## config.mk

```make
export PLATFORM = sky130hd
export DESIGN_NAME = sp_request_ctrl
export DESIGN_NICKNAME = d
export VERILOG_FILES = /design/src/rtl/sptr_pkg.sv /design/src/rtl/sptr_arb.sv /design/src/rtl/sptr_perm.sv /design/src/rtl/sptr_irq.sv /design/src/rtl/sp_request_ctrl.sv
export SDC_FILE = /design/constraint.sdc
export NUM_CORES = 1
export LEC_CHECK = 0
export BUFFER_PORTS_ARGS = -buffer_cell sky130_fd_sc_hd__buf_2
export CORE_MARGIN = 2
export CORE_UTILIZATION = 45
export CTS_CLUSTER_SIZE = 30
export DETAILED_ROUTE_END_ITERATION = 8
export HOLD_SLACK_MARGIN = 0.03
export PLACE_DENSITY = 0.76
export SLEW_MARGIN = 15
export SYNTH_ARGS = -nofsm -noshare
export SYNTH_HDL_FRONTEND = slang
export SYNTH_SLANG_ARGS = --single-unit
```

## constraint.sdc

```tcl
create_clock -name clk -period 4.7 [get_ports clk]
set_input_delay 0.94 -clock clk [delete_from_list [all_inputs] [get_ports clk]]
set_output_delay 0.94 -clock clk [all_outputs]
set_load 0.02 [all_outputs]
```

## src/rtl/sptr_pkg.sv

```systemverilog
package sptr_pkg;
  localparam int SP_W      = 4;
  localparam int NUM_SP    = 1 << SP_W;
  localparam int NUM_MODES = 4;
  localparam int NUM_SRC   = 3;
  localparam int DATA_W    = 32;

  localparam int IDX_CTRL  = 0;
  localparam int IDX_INT   = 1;
  localparam int IDX_STAT  = 2;
  localparam int IDX_MAP0  = 3;

  localparam int INT_FLAG_LSB = 16;

  // Source index also selects the enable/flag bit position.
  typedef enum logic [1:0] {
    SRC_SLEEP = 2'd0,
    SRC_WAKE  = 2'd1,
    SRC_RUN   = 2'd2
  } src_e;

  typedef struct packed {
    logic            wake_sel;
    logic [SP_W-1:0] wake_sp;
    logic            wake_en;
    logic [SP_W-1:0] sleep_sp;
    logic            sleep_en;
    logic [SP_W-1:0] run_sp;
    logic            run_en;
  } ctrl_t;
endpackage

```

## src/rtl/sptr_arb.sv

```systemverilog
module sptr_arb
  import sptr_pkg::*;
(
  input  logic            idle,
  input  logic            sleep_pulse,
  input  logic            wake_pulse,
  input  ctrl_t           ctrl,
  input  logic [SP_W-1:0] prev_sp,
  output logic            fire,
  output src_e            src,
  output logic [SP_W-1:0] tgt
);
  logic wake_go, sleep_go, run_go;

  always_comb begin
    wake_go  = idle & wake_pulse & ctrl.wake_en;
    sleep_go = idle & sleep_pulse & ctrl.sleep_en & ~wake_go;
    run_go   = idle & ctrl.run_en & ~wake_go & ~sleep_go;
    fire     = wake_go | sleep_go | run_go;
    if (wake_go) begin
      src = SRC_WAKE;
      tgt = ctrl.wake_sel ? ctrl.wake_sp : prev_sp;
    end else if (sleep_go) begin
      src = SRC_SLEEP;
      tgt = ctrl.sleep_sp;
    end else begin
      src = SRC_RUN;
      tgt = ctrl.run_sp;
    end
  end
endmodule

```

## src/rtl/sptr_perm.sv

```systemverilog
module sptr_perm
  import sptr_pkg::*;
#(
  parameter int              ADDR_W   = 3,
  parameter logic [NUM_SP-1:0] MASK_RST = '1
) (
  input  logic                              clk,
  input  logic                              rst_n,
  input  logic                              wr,
  input  logic [ADDR_W-1:0]                 addr,
  input  logic [NUM_SP-1:0]                 wdata,
  input  logic [1:0]                        mode,
  input  logic [SP_W-1:0]                   sp,
  output logic [NUM_MODES-1:0][NUM_SP-1:0]  mask_q,
  output logic                              ok
);
  for (genvar k = 0; k < NUM_MODES; k++) begin : g_mask
    logic            mask_en;
    logic [NUM_SP-1:0] mask_nxt;
    always_comb begin
      mask_en  = wr && (addr == ADDR_W'(IDX_MAP0 + k));
      mask_nxt = mask_en ? wdata : mask_q[k];
    end
    always_ff @(posedge clk or negedge rst_n) begin
      if (!rst_n) mask_q[k] <= MASK_RST;
      else if (mask_en) mask_q[k] <= mask_nxt;
    end
  end

  assign ok = mask_q[mode][sp];
endmodule

```

## src/rtl/sptr_irq.sv

```systemverilog
module sptr_irq
  import sptr_pkg::*;
(
  input  logic               clk,
  input  logic               rst_n,
  input  logic [NUM_SRC-1:0] set,
  input  logic               en_wr,
  input  logic [NUM_SRC-1:0] en_wdata,
  input  logic [NUM_SRC-1:0] clr,
  output logic [NUM_SRC-1:0] en_q,
  output logic [NUM_SRC-1:0] flag_q,
  output logic               irq
);
  always_ff @(posedge clk or negedge rst_n) begin
    if (!rst_n) en_q <= '0;
    else if (en_wr) en_q <= en_wdata;
  end

  for (genvar k = 0; k < NUM_SRC; k++) begin : g_flag
    logic flag_en, flag_nxt;
    always_comb begin
      flag_en  = set[k] | clr[k];
      flag_nxt = set[k];
    end
    always_ff @(posedge clk or negedge rst_n) begin
      if (!rst_n) flag_q[k] <= 1'b0;
      else if (flag_en) flag_q[k] <= flag_nxt;
    end

    a_r11_flag_set: assert property (@(posedge clk) disable iff (!rst_n)
      set[k] |=> flag_q[k]);
  end

  assign irq = |(flag_q & en_q);
endmodule

```

## src/rtl/sp_request_ctrl.sv

```systemverilog
module sp_request_ctrl
  import sptr_pkg::*;
#(
  parameter int          ADDR_W   = 3,
  parameter logic [15:0] MASK_RST = 16'hFFFF
) (
  input  logic              clk,
  input  logic              rst_n,
  input  logic              reg_wr,
  input  logic [ADDR_W-1:0] reg_addr,
  input  logic [DATA_W-1:0] reg_wdata,
  output logic [DATA_W-1:0] reg_rdata,
  input  logic [1:0]        cpu_mode,
  input  logic              sleep_start,
  input  logic              wakeup_start,
  output logic              sys_req,
  output logic [SP_W-1:0]   sys_sp,
  input  logic              sys_ack,
  output logic              irq
);
  localparam int CTRL_W = $bits(ctrl_t);

  // Reset: asserted asynchronously, released through two flops.
  logic [1:0] rst_sync;
  logic       rst_s_n;
  always_ff @(posedge clk or negedge rst_n) begin
    if (!rst_n) rst_sync <= '0;
    else        rst_sync <= {rst_sync[0], 1'b1};
  end
  assign rst_s_n = rst_sync[1];

  ctrl_t           ctrl_q, ctrl_nxt;
  logic            busy_q, busy_nxt;
  src_e            src_q, src_nxt;
  logic [SP_W-1:0] cur_q, prev_q, tgt_q;
  logic [SP_W-1:0] cur_nxt, prev_nxt, tgt_nxt;
  logic            ctrl_wr, int_wr, ack_done, stat_en, tgt_en;

  logic            fire, perm_ok;
  src_e            arb_src;
  logic [SP_W-1:0] arb_tgt;
  logic [NUM_MODES-1:0][NUM_SP-1:0] mask_q;
  logic [NUM_SRC-1:0] irq_set, irq_clr, irq_en_q, irq_flag_q;

  sptr_arb u_arb (
    .idle        (~busy_q),
    .sleep_pulse (sleep_start),
    .wake_pulse  (wakeup_start),
    .ctrl        (ctrl_q),
    .prev_sp     (prev_q),
    .fire        (fire),
    .src         (arb_src),
    .tgt         (arb_tgt)
  );

  sptr_perm #(.ADDR_W(ADDR_W), .MASK_RST(MASK_RST)) u_perm (
    .clk    (clk),
    .rst_n  (rst_s_n),
    .wr     (reg_wr),
    .addr   (reg_addr),
    .wdata  (reg_wdata[NUM_SP-1:0]),
    .mode   (cpu_mode),
    .sp     (arb_tgt),
    .mask_q (mask_q),
    .ok     (perm_ok)
  );

  always_comb begin
    int_wr  = reg_wr && (reg_addr == ADDR_W'(IDX_INT));
    irq_clr = int_wr ? reg_wdata[INT_FLAG_LSB +: NUM_SRC] : '0;
    irq_set = '0;
    if (fire && !perm_ok) irq_set[arb_src] = 1'b1;
  end

  sptr_irq u_irq (
    .clk      (clk),
    .rst_n    (rst_s_n),
    .set      (irq_set),
    .en_wr    (int_wr),
    .en_wdata (reg_wdata[NUM_SRC-1:0]),
    .clr      (irq_clr),
    .en_q     (irq_en_q),
    .flag_q   (irq_flag_q),
    .irq      (irq)
  );

  // Next-state logic
  always_comb begin
    ctrl_wr  = reg_wr && (reg_addr == ADDR_W'(IDX_CTRL));
    ack_done = busy_q && sys_ack;
    ctrl_nxt = ctrl_wr ? ctrl_t'(reg_wdata[CTRL_W-1:0]) : ctrl_q;
    busy_nxt = busy_q;
    src_nxt  = src_q;
    cur_nxt  = cur_q;
    prev_nxt = prev_q;
    tgt_nxt  = tgt_q;
    stat_en  = 1'b0;
    tgt_en   = 1'b0;
    if (fire) begin
      tgt_en  = 1'b1;
      tgt_nxt = arb_tgt;
      unique case (arb_src)
        SRC_SLEEP: ctrl_nxt.sleep_en = 1'b0;
        SRC_WAKE:  ctrl_nxt.wake_en  = 1'b0;
        default:   if (!perm_ok) ctrl_nxt.run_en = 1'b0;
      endcase
      if (perm_ok) begin
        busy_nxt = 1'b1;
        src_nxt  = arb_src;
      end
    end
    if (ack_done) begin
      stat_en  = 1'b1;
      busy_nxt = 1'b0;
      cur_nxt  = tgt_q;
      prev_nxt = cur_q;
      if (src_q == SRC_RUN) ctrl_nxt.run_en = 1'b0;
    end
  end

  // Registers
  always_ff @(posedge clk or negedge rst_s_n) begin
    if (!rst_s_n) begin
      ctrl_q <= '0;
      busy_q <= 1'b0;
      src_q  <= SRC_RUN;
      cur_q  <= '0;
      prev_q <= '0;
      tgt_q  <= '0;
    end else begin
      ctrl_q <= ctrl_nxt;
      busy_q <= busy_nxt;
      src_q  <= src_nxt;
      if (stat_en) begin
        cur_q  <= cur_nxt;
        prev_q <= prev_nxt;
      end
      if (tgt_en) tgt_q <= tgt_nxt;
    end
  end

  assign sys_req = busy_q;
  assign sys_sp  = tgt_q;

  // Read mux
  always_comb begin
    reg_rdata = '0;
    if (reg_addr == ADDR_W'(IDX_CTRL))
      reg_rdata[CTRL_W-1:0] = ctrl_q;
    else if (reg_addr == ADDR_W'(IDX_INT)) begin
      reg_rdata[NUM_SRC-1:0] = irq_en_q;
      reg_rdata[INT_FLAG_LSB +: NUM_SRC] = irq_flag_q;
    end else if (reg_addr == ADDR_W'(IDX_STAT))
      reg_rdata[3*SP_W-1:0] = {tgt_q, prev_q, cur_q};
    else begin
      for (int k = 0; k < NUM_MODES; k++)
        if (reg_addr == ADDR_W'(IDX_MAP0 + k)) reg_rdata[NUM_SP-1:0] = mask_q[k];
    end
  end

  a_r5_hold: assert property (@(posedge clk) disable iff (!rst_s_n)
    (sys_req && !sys_ack) |=> (sys_req && $stable(sys_sp)));

  a_r4_commit: assert property (@(posedge clk) disable iff (!rst_s_n)
    (sys_req && sys_ack) |=> (!sys_req && cur_q == $past(sys_sp) && prev_q == $past(cur_q)));

  a_r6_only_allowed: assert property (@(posedge clk) disable iff (!rst_s_n)
    $rose(sys_req) |-> $past(perm_ok));

  a_r3_run_pending: assert property (@(posedge clk) disable iff (!rst_s_n)
    (sys_req && !sys_ack && src_q == SRC_RUN && !reg_wr) |=> ctrl_q.run_en);

  a_r7_sleep_disarm: assert property (@(posedge clk) disable iff (!rst_s_n)
    (sleep_start && !wakeup_start && ctrl_q.sleep_en && !sys_req && !reg_wr) |=> !ctrl_q.sleep_en);
endmodule

```

==> flow_summary.toml, run 1 <==
[clock_network]
cts_tree = "built"
cts_sinks = 103
cts_setup_buffers = 0
cts_buffers = 9
h-tree-depth = 3
root_buffer = "clkbuf_16"
clk_latency_ns = 0.35
cts_hold_buf = 0
cts_buffer_depth = 2
post_cts_resized = 0
clk_pin_slew_ns = 0.07

[finish]
mostFrequentLayoutCell = "mux2_2"
antenna_cells = 0
finalNetCount = 566
fin_util = 0.508
final_cell_mix = "mux2_2 (79), dfstp_2 (65), buf_2 (54)"
layout-drive-gt1-share = 0.470
fin_cells = 700
area_delta_synth_final_pct = 11.6

[floorplanning]
io-pin-count = 81
initial_core_util = 0.456
core_area_mm2 = 0.0125
num_rows = 41
die_h_um = 117
design.die.area_mm2 = 0.0136
fp.dieW_um = 117

[power]
p_per_area_mw_per_mm2 = 508
ir_drop_mv = 0.272
power_leakage_nw = 2.72
p_total_w = 0.00324

[timing]
clock_skew_ns = 0.0100
slew_viol_final = 0
final.min_clock_period_ns = 3.62
post-route-period-util = 0.770
rsz0062_at_grt = "no"
finalSetupTns_ns = 0
setup_viol = 0
fmax_mhz = 276
hold_viol_final = 0
fin_ws_ns = 1.08
worstMarginPinSlew_ns = 1.07
relSlewSlack = 0.283

[synthesis]
yosysUniqueCellTypes = 43
synth_compound_area_frac = 0.0979
synth_top_family_by_area = "multiplexers"
syn_avg_cell_area_um2 = 11.8
synth_seq_area_share = 0.466
synth_area_mm2 = 0.00570
synth-seq-cells = 103
synth_cells = 485
yosys.area_share.xor_xnor = 0
synth_fa_ha_area_frac = 0
yosysWarnings = 0
synthSimpleGateAreaFrac = 0.0715
synthMuxAreaShare = 0.313

[grt]
grt_pass1_wl_um = 22800
grt_pass1_vias = 4234
grt_max_degree = 74
antenna_found_initial = 0
grt-ovfl-total = 0
grt_usage = 0.222

[detailed_routing]
drc_errors = 0
antenna_left = 0
routedWlPerCell_um = 20.2
first_pass_iters = 5
drt_wl_total_um = 14100
drt-initial-drc-count = 281
vias = 4044
viasPerCell = 5.78

[worst_hold_path]
min_path_type = "in -> async"

[placed_design]
io_buffers = 54
place_ws_ns = 1.17
dp_hpwl_um = 9630
gp_congestion = 0.813
placed_cells_incl_taps = 684

[setup_path]
cp_slowest_cell = "nor2b_1"
r2r_cells = 8
cp_max_fo = 37
rrSetupSlack_ns = 1.99
r2r_start = "sys_req$_DFFE_PN0P_"
startpoint_type = "primary input"
timing.rr.end = "u_irq.flag_q[0]$_DFFE_PN0P_"
cp_top_family = "simple AND/OR/NAND/NOR gates"
crit_arrival_ns = 2.68
cp_cell_sequence = "buf_2, nor2b_1, nand2_1, o21ai_0, a22oi_1, o22ai_1, buf_2"
cpMostUsedCell = "buf_2"
worstSetupEndpointType = "output pin"
crit_buf_inv = 2
required_ns = 3.76
slowest_delay_ns = 0.62
crit_type = "in -> out"

[run_status]
status = "completed"

[job]
drv_cap = 0
==> cells in the mapped netlist, drive strengths merged <==
library cell	n	area, µm²
a211oi	9	67.6
a21o	4	30.0
a21oi	36	184
a222oi	1	10.0
a22o	3	26.3
a22oi	4	30.0
a41o	1	10.0
and2	7	43.8
and3b	1	8.76
buf	23	165
clkbuf	24	90.1
clkinv	1	3.75
conb	2	7.51
dfrtp	38	951
dfstp	65	1710
inv	7	26.3
mux2	85	961
mux2i	45	463
mux4	16	360
nand2	35	136
nand2b	2	12.5
nand3	1	5.00
nand3b	1	7.51
nand4	1	12.5
nor2	33	124
nor2b	4	25.0
nor3	5	25.0
nor3b	1	7.51
o21ai	18	90.1
o221ai	4	47.6
o22a	1	8.76
o22ai	6	37.5
o32ai	1	16.3
==> how the worst max path moves through the flow <==
| stage | start | endpoint | slack, ns | depth (start not counted) |
|---|---|---|---|---|
| 2_1_floorplan | reg_addr[2] | reg_rdata[1] | 1.10 | 7 |
| 3_3_place_gp | reg_addr[1] | reg_rdata[15] | 1.25 | 7 |
| 3_5_place_dp | reg_addr[1] | reg_rdata[15] | 1.17 | 7 |
| 4_1_cts | reg_addr[1] | reg_rdata[12] | 1.15 | 7 |
| 5_1_grt | reg_addr[1] | reg_rdata[12] | 0.98 | 7 |
| 6_report | reg_addr[1] | reg_rdata[12] | 1.08 | 7 |
==> power breakdown <==
part | switching (W) | total (W) | internal, W
combinational | 0.000493 | 0.000959 | 0.000466
sequential | 0.000247 | 0.00146 | 0.00122
clock | 0.000342 | 0.000813 | 0.000470
==> worst reg2reg max path: cells and delay by family (launching register included) <==
family                 cells  cell delay, ns
buffers and inverters      1            0.15
multiplexers               4            0.87
AND/OR/NAND/NOR            1            0.16
flip-flops                 1            0.51
AO/OA/AOI/OAI              2            0.91
==> final cells by class <==
| type | count | area, µm² |
|---|---|---|
| fillers | 1106 | 6150 |
| repair buffers | 62 | 330 |
| flip-flops and latches | 103 | 2660 |
| well taps | 172 | 215 |
| clock inverters | 6 | 90.1 |
| inverters | 8 | 30.0 |
| multi-input cells | 339 | 2810 |
| clock buffers | 10 | 229 |
==> per-stage QoR <==
step                      hold slack (ns)  instance area [µm²]
after floorplan                     0.331                 5750
after global placement              0.338                 6050
after detailed placement            0.341                 6050
after CTS                           0.348                 6360
after global routing                0.346                 6360
final                               0.356                 6360
==> cell families (layout without fill, tap and decap cells) <==
logic type	count (synthesis)	after routing
other cells	2	14
flops	103	103
mux	146	146
simple gates	91	91
compound gates	88	88
buf+inv	55	86
==> state kept, by name, summed over array words and instances (netlist names) <==
name,flops
src_q,2
ctrl_q,16
prev_q,4
u_perm.mask_q,64
rst_sync,2
cur_q,4
sys_req,1
u_irq.en_q,3
sys_sp,4
u_irq.flag_q,3
==> routing by layer <==
metal,vias up,track usage,routed length [µm]
met3,22,0.0436,817
met4,0,0.0682,210
met5,-,0,0
met2,152,0.364,6860
li1,1806,-,-
met1,2064,0.299,6220
Power figures use the tool's default switching activity.
==> run 2, diff against run 1 <==
==> constraint.sdc (replaced) <==
create_clock -name clk -period 3.5 [get_ports clk]
set_input_delay 0.7 -clock clk [delete_from_list [all_inputs] [get_ports clk]]
set_output_delay 0.7 -clock clk [all_outputs]
set_load 0.02 [all_outputs]
==> flow_summary.toml, run 2 (synthesis results as in run 1) <==
[detailed_routing]
viasPerCell = 5.79
antenna_left = 0
drt_wl_total_um = 13900
vias = 4091
drt-initial-drc-count = 276
drc_errors = 0
routedWlPerCell_um = 19.7
first_pass_iters = 4

[clock_network]
cts_buffer_depth = 2
cts_setup_buffers = 0
cts_tree = "built"
post_cts_resized = 0
root_buffer = "clkbuf_16"
h-tree-depth = 3
clk_pin_slew_ns = 0.06
cts_hold_buf = 0
clk_latency_ns = 0.35
cts_sinks = 103
cts_buffers = 9

[placed_design]
post_dp_cell_area_mm2 = 0.00611
io_buffers = 54
gp_congestion = 0.843
dp_hpwl_um = 9790
placed_cells_incl_taps = 691

[grt]
grt.met1_usage = 0.300
grt_busiest_layer = "met2"
grt_usage = 0.221
antenna_found_initial = 0
grt_pass1_vias = 4234
grt_max_degree = 54
grt_use_met2 = 0.360
grt-ovfl-total = 0
use_met3 = 0.0529
grt_pass1_wl_um = 22700

[timing]
fmax_mhz = 342
hold_viol_final = 0
setup_viol = 0
relSlewSlack = 0.394
rsz0062_at_grt = "no"
final.min_clock_period_ns = 2.93
worstMarginPinSlew_ns = 0.907
whs_ns = 0.123
finalSetupTns_ns = 0
clock_skew_ns = 0.00760
post-route-period-util = 0.836
slew_viol_final = 0

[setup_path]
worstSetupEndpointType = "output pin"
startpoint_type = "primary input"
cp_max_fo = 16
crit_type = "in -> out"
required_ns = 2.80
crit_arrival_ns = 2.23
cp_slowest_cell = "nor2b_1"
cp_cell_sequence = "buf_2, nor2b_1, nand2_1, o21ai_0, a22oi_1, o22ai_1, buf_2"
cpMostUsedCell = "buf_2"
slowest_delay_ns = 0.55

[finish]
finalNetCount = 573
stdcell_area_mm2 = 0.00643
multi_input_area_mm2 = 0.00281
fillCellCount = 1117
largest-register = "u_perm.mask_q"
regArea_mm2 = 0.00266
top_regs = "u_perm.mask_q (64), ctrl_q (16)"
fin_cells = 707
antenna_cells = 0
final_cell_mix = "mux2_2 (79), dfstp_2 (65), buf_2 (54)"
mostFrequentLayoutCell = "mux2_2"
layout-drive-gt1-share = 0.477
largest_reg_flops = 64
area_delta_synth_final_pct = 12.8

[power]
p_per_area_mw_per_mm2 = 677
power_leakage_nw = 2.76
ir_drop_mv = 0.298

[floorplanning]
fp.dieW_um = 117
die_h_um = 117
core_area_mm2 = 0.0125
design.die.area_mm2 = 0.0136
num_rows = 41
io-pin-count = 81
initial_core_util = 0.456

[job]
drv_cap = 0

[worst_hold_path]
min_path_type = "in -> async"

[run_status]
status = "completed"
## run 2: worst max-delay path: cells and delay by family
kind | cells | cell delay [ns]
simple gates | 2 | 0.65
compound gates | 3 | 0.39
buf+inv | 2 | 0.47
## run 2: report_power, final
part | switching, W | internal (W) | total, W
Clock | 0.000436 | 0.000647 | 0.00108
Combinational | 0.000666 | 0.000642 | 0.00131
Sequential | 0.000326 | 0.00164 | 0.00196
## run 2: layout make-up
class / instances / share of cell area
Inverter: 8 / 0.00467
Timing Repair Buffer: 69 / 0.0615
Sequential cell: 103 / 0.414
Clock inverter: 5 / 0.0123
Clock buffer: 11 / 0.0377
Multi-Input combinational cell: 339 / 0.436
Tap cell: 172 / 0.0335
## run 2: stage by stage
| step | power [W] | setup slack, ns | util |
|---|---|---|---|
| floorplan | 0.00288 | 0.381 | - |
| global placement | 0.00320 | 0.655 | 0.488 |
| detailed placement | 0.00326 | 0.650 | 0.488 |
| CTS | 0.00436 | 0.633 | 0.514 |
| global route | 0.00457 | 0.432 | 0.514 |
| finish | 0.00435 | 0.575 | 0.514 |
## run 2: per-layer routing
layer	share of wire	routed length, µm
met2	0.49	6750
met4	0.014	190
met5	0	0
met3	0.075	1050
met1	0.43	5920
## run 2: worst paths after layout
check	from	end	slack (ns)	depth (start not counted)
max	reg_addr[0]	reg_rdata[15]	0.57	7
min	rst_n	rst_sync[1]$_DFF_PN0_	0.12	1
max reg2reg	sys_req$_DFFE_PN0P_	u_irq.flag_q[0]$_DFFE_PN0P_	1.06	9
min reg2reg	rst_sync[0]$_DFF_PN0_	rst_sync[1]$_DFF_PN0_	0.36	0
max in group asynchronous	rst_sync[1]$_DFF_PN0_	u_perm.mask_q[49]$_DFFE_PN1P_	2.25	1
min in group clk	rst_sync[0]$_DFF_PN0_	rst_sync[1]$_DFF_PN0_	0.36	0
==> run 3, diff against run 2 <==
==> constraint.sdc (replaced) <==
create_clock -name clk -period 2.9 [get_ports clk]
set_input_delay 0.58 -clock clk [delete_from_list [all_inputs] [get_ports clk]]
set_output_delay 0.58 -clock clk [all_outputs]
set_load 0.02 [all_outputs]
==> flow_summary.toml, run 3 (synthesis results as in run 1) <==
[timing]
hold_viol_final = 0
setup_viol = 0
worstMarginPinSlew_ns = 0.910
finalSetupTns_ns = 0
clock_skew_ns = 0.0113
relSlewSlack = 0.393
final.min_clock_period_ns = 2.65
whs_ns = 0.353
fmax_mhz = 377
post-route-period-util = 0.914
slew_viol_final = 0
rsz0062_at_grt = "no"

[finish]
fin_util = 0.515
finalNetCount = 576
area_delta_synth_final_pct = 13.0
largest_reg_flops = 64
antenna_cells = 0
top_regs = "u_perm.mask_q (64), ctrl_q (16)"
largest-register = "u_perm.mask_q"
mostFrequentLayoutCell = "mux2_2"
layout-drive-gt1-share = 0.478
stdcell_area_mm2 = 0.00644
fin_cells = 710
final_cell_mix = "mux2_2 (79), dfstp_2 (65), buf_2 (54)"

[setup_path]
cp_max_fo = 24
crit_type = "in -> out"
required_ns = 2.32
startpoint_type = "primary input"
crit_arrival_ns = 2.07
worstSetupEndpointType = "output pin"

[power]
p_per_area_mw_per_mm2 = 795
ir_drop_mv = 0.323
power_leakage_nw = 2.76

[run_status]
status = "completed"

[clock_network]
clk_pin_slew_ns = 0.07
cts_buffers = 9
clk_latency_ns = 0.35
cts_tree = "built"
root_buffer = "clkbuf_16"
cts_buffer_depth = 2
h-tree-depth = 3
cts_sinks = 103

[detailed_routing]
antenna_left = 0
highest_layer = "met4"
drt-initial-drc-count = 246
met2_length_um = 7090
drc_errors = 0
viasPerCell = 5.77
first_pass_iters = 4
routedWlPerCell_um = 19.9
vias = 4097
drt_wl_total_um = 14100
wl_met3_um = 779
met1Wirelength_um = 6050

[grt]
grt_pass1_wl_um = 22900
antenna_found_initial = 0
grt-ovfl-total = 0
grt_usage = 0.222
grt_pass1_vias = 4236
grt_max_degree = 75

[floorplanning]
design.die.area_mm2 = 0.0136
fp.dieW_um = 117
num_rows = 41
initial_core_util = 0.456
die_h_um = 117
io-pin-count = 81
core_area_mm2 = 0.0125

[placed_design]
io_buffers = 54
placed_cells_incl_taps = 693
gp_congestion = 0.815
post_dp_cell_area_mm2 = 0.00614
dp_hpwl_um = 10100

[worst_hold_path]
min_path_type = "reg -> reg"

[job]
drv_cap = 0
-- run 3: final cells by class --
type                            instances  area [µm²]
Fill cell                            1099        6080
Tap cell                              172         215
Clock buffer                           14         274
Sequential cell                       103        2660
Clock inverter                          2        16.3
Multi-Input combinational cell        339        2810
Timing Repair Buffer                   72         433
Inverter                                8        30.0
-- run 3: where the power goes --
part / total (W) / internal (W) / switching (W)
logic: 0.00156 / 0.000765 / 0.000797
clock network: 0.00118 / 0.000656 / 0.000525
registers: 0.00238 / 0.00197 / 0.000403
-- run 3: through the flow --
step | power [W] | setup WS (ns)
2_1_floorplan | 0.00347 | 0.0213
3_3_place_gp | 0.00384 | 0.192
3_5_place_dp | 0.00393 | 0.0918
4_1_cts | 0.00513 | 0.148
5_1_grt | 0.00539 | 0.113
6_report | 0.00512 | 0.248
-- run 3: path summary, 6_finish.rpt --
kind                                        from                       endpoint  slack (ns)  depth (start not counted)
max in group asynchronous  rst_sync[1]$_DFF_PN0_  u_perm.mask_q[30]$_DFFE_PN1P_        1.59                          1
min                        rst_sync[0]$_DFF_PN0_          rst_sync[1]$_DFF_PN0_        0.35                          0
max                                  reg_addr[0]                   reg_rdata[1]        0.25                          8
min in group asynchronous  rst_sync[1]$_DFF_PN0_          sys_sp[2]$_DFFE_PN0N_        0.48                          0
min reg2reg                rst_sync[0]$_DFF_PN0_          rst_sync[1]$_DFF_PN0_        0.35                          0
max reg2reg                  sys_req$_DFFE_PN0P_    u_irq.flag_q[0]$_DFFE_PN0P_        0.27                          8
-- run 3: worst max-delay path, cell delays in order --
cell	delay [ns]
buf_2	0.29
buf_4	0.36
nand2_1	0.15
nor2_1	0.11
nor3_1	0.06
a21oi_1	0.17
o21ai_0	0.14
buf_2	0.19
-- run 3: repair_timing --
item                       CTS  global route
resized for setup            0             1
buffers inserted             0             0
hold endpoints to repair     2             0
hold buffers                 1             0
setup endpoints to repair    0             1
-- run 3: per-layer routing --
metal / global-route usage / vias to the layer above
met3: 0.0306 / 16
li1: - / 1835
met5: 0 / -
met4: 0.0792 / 0
met1: 0.298 / 2080
met2: 0.370 / 166
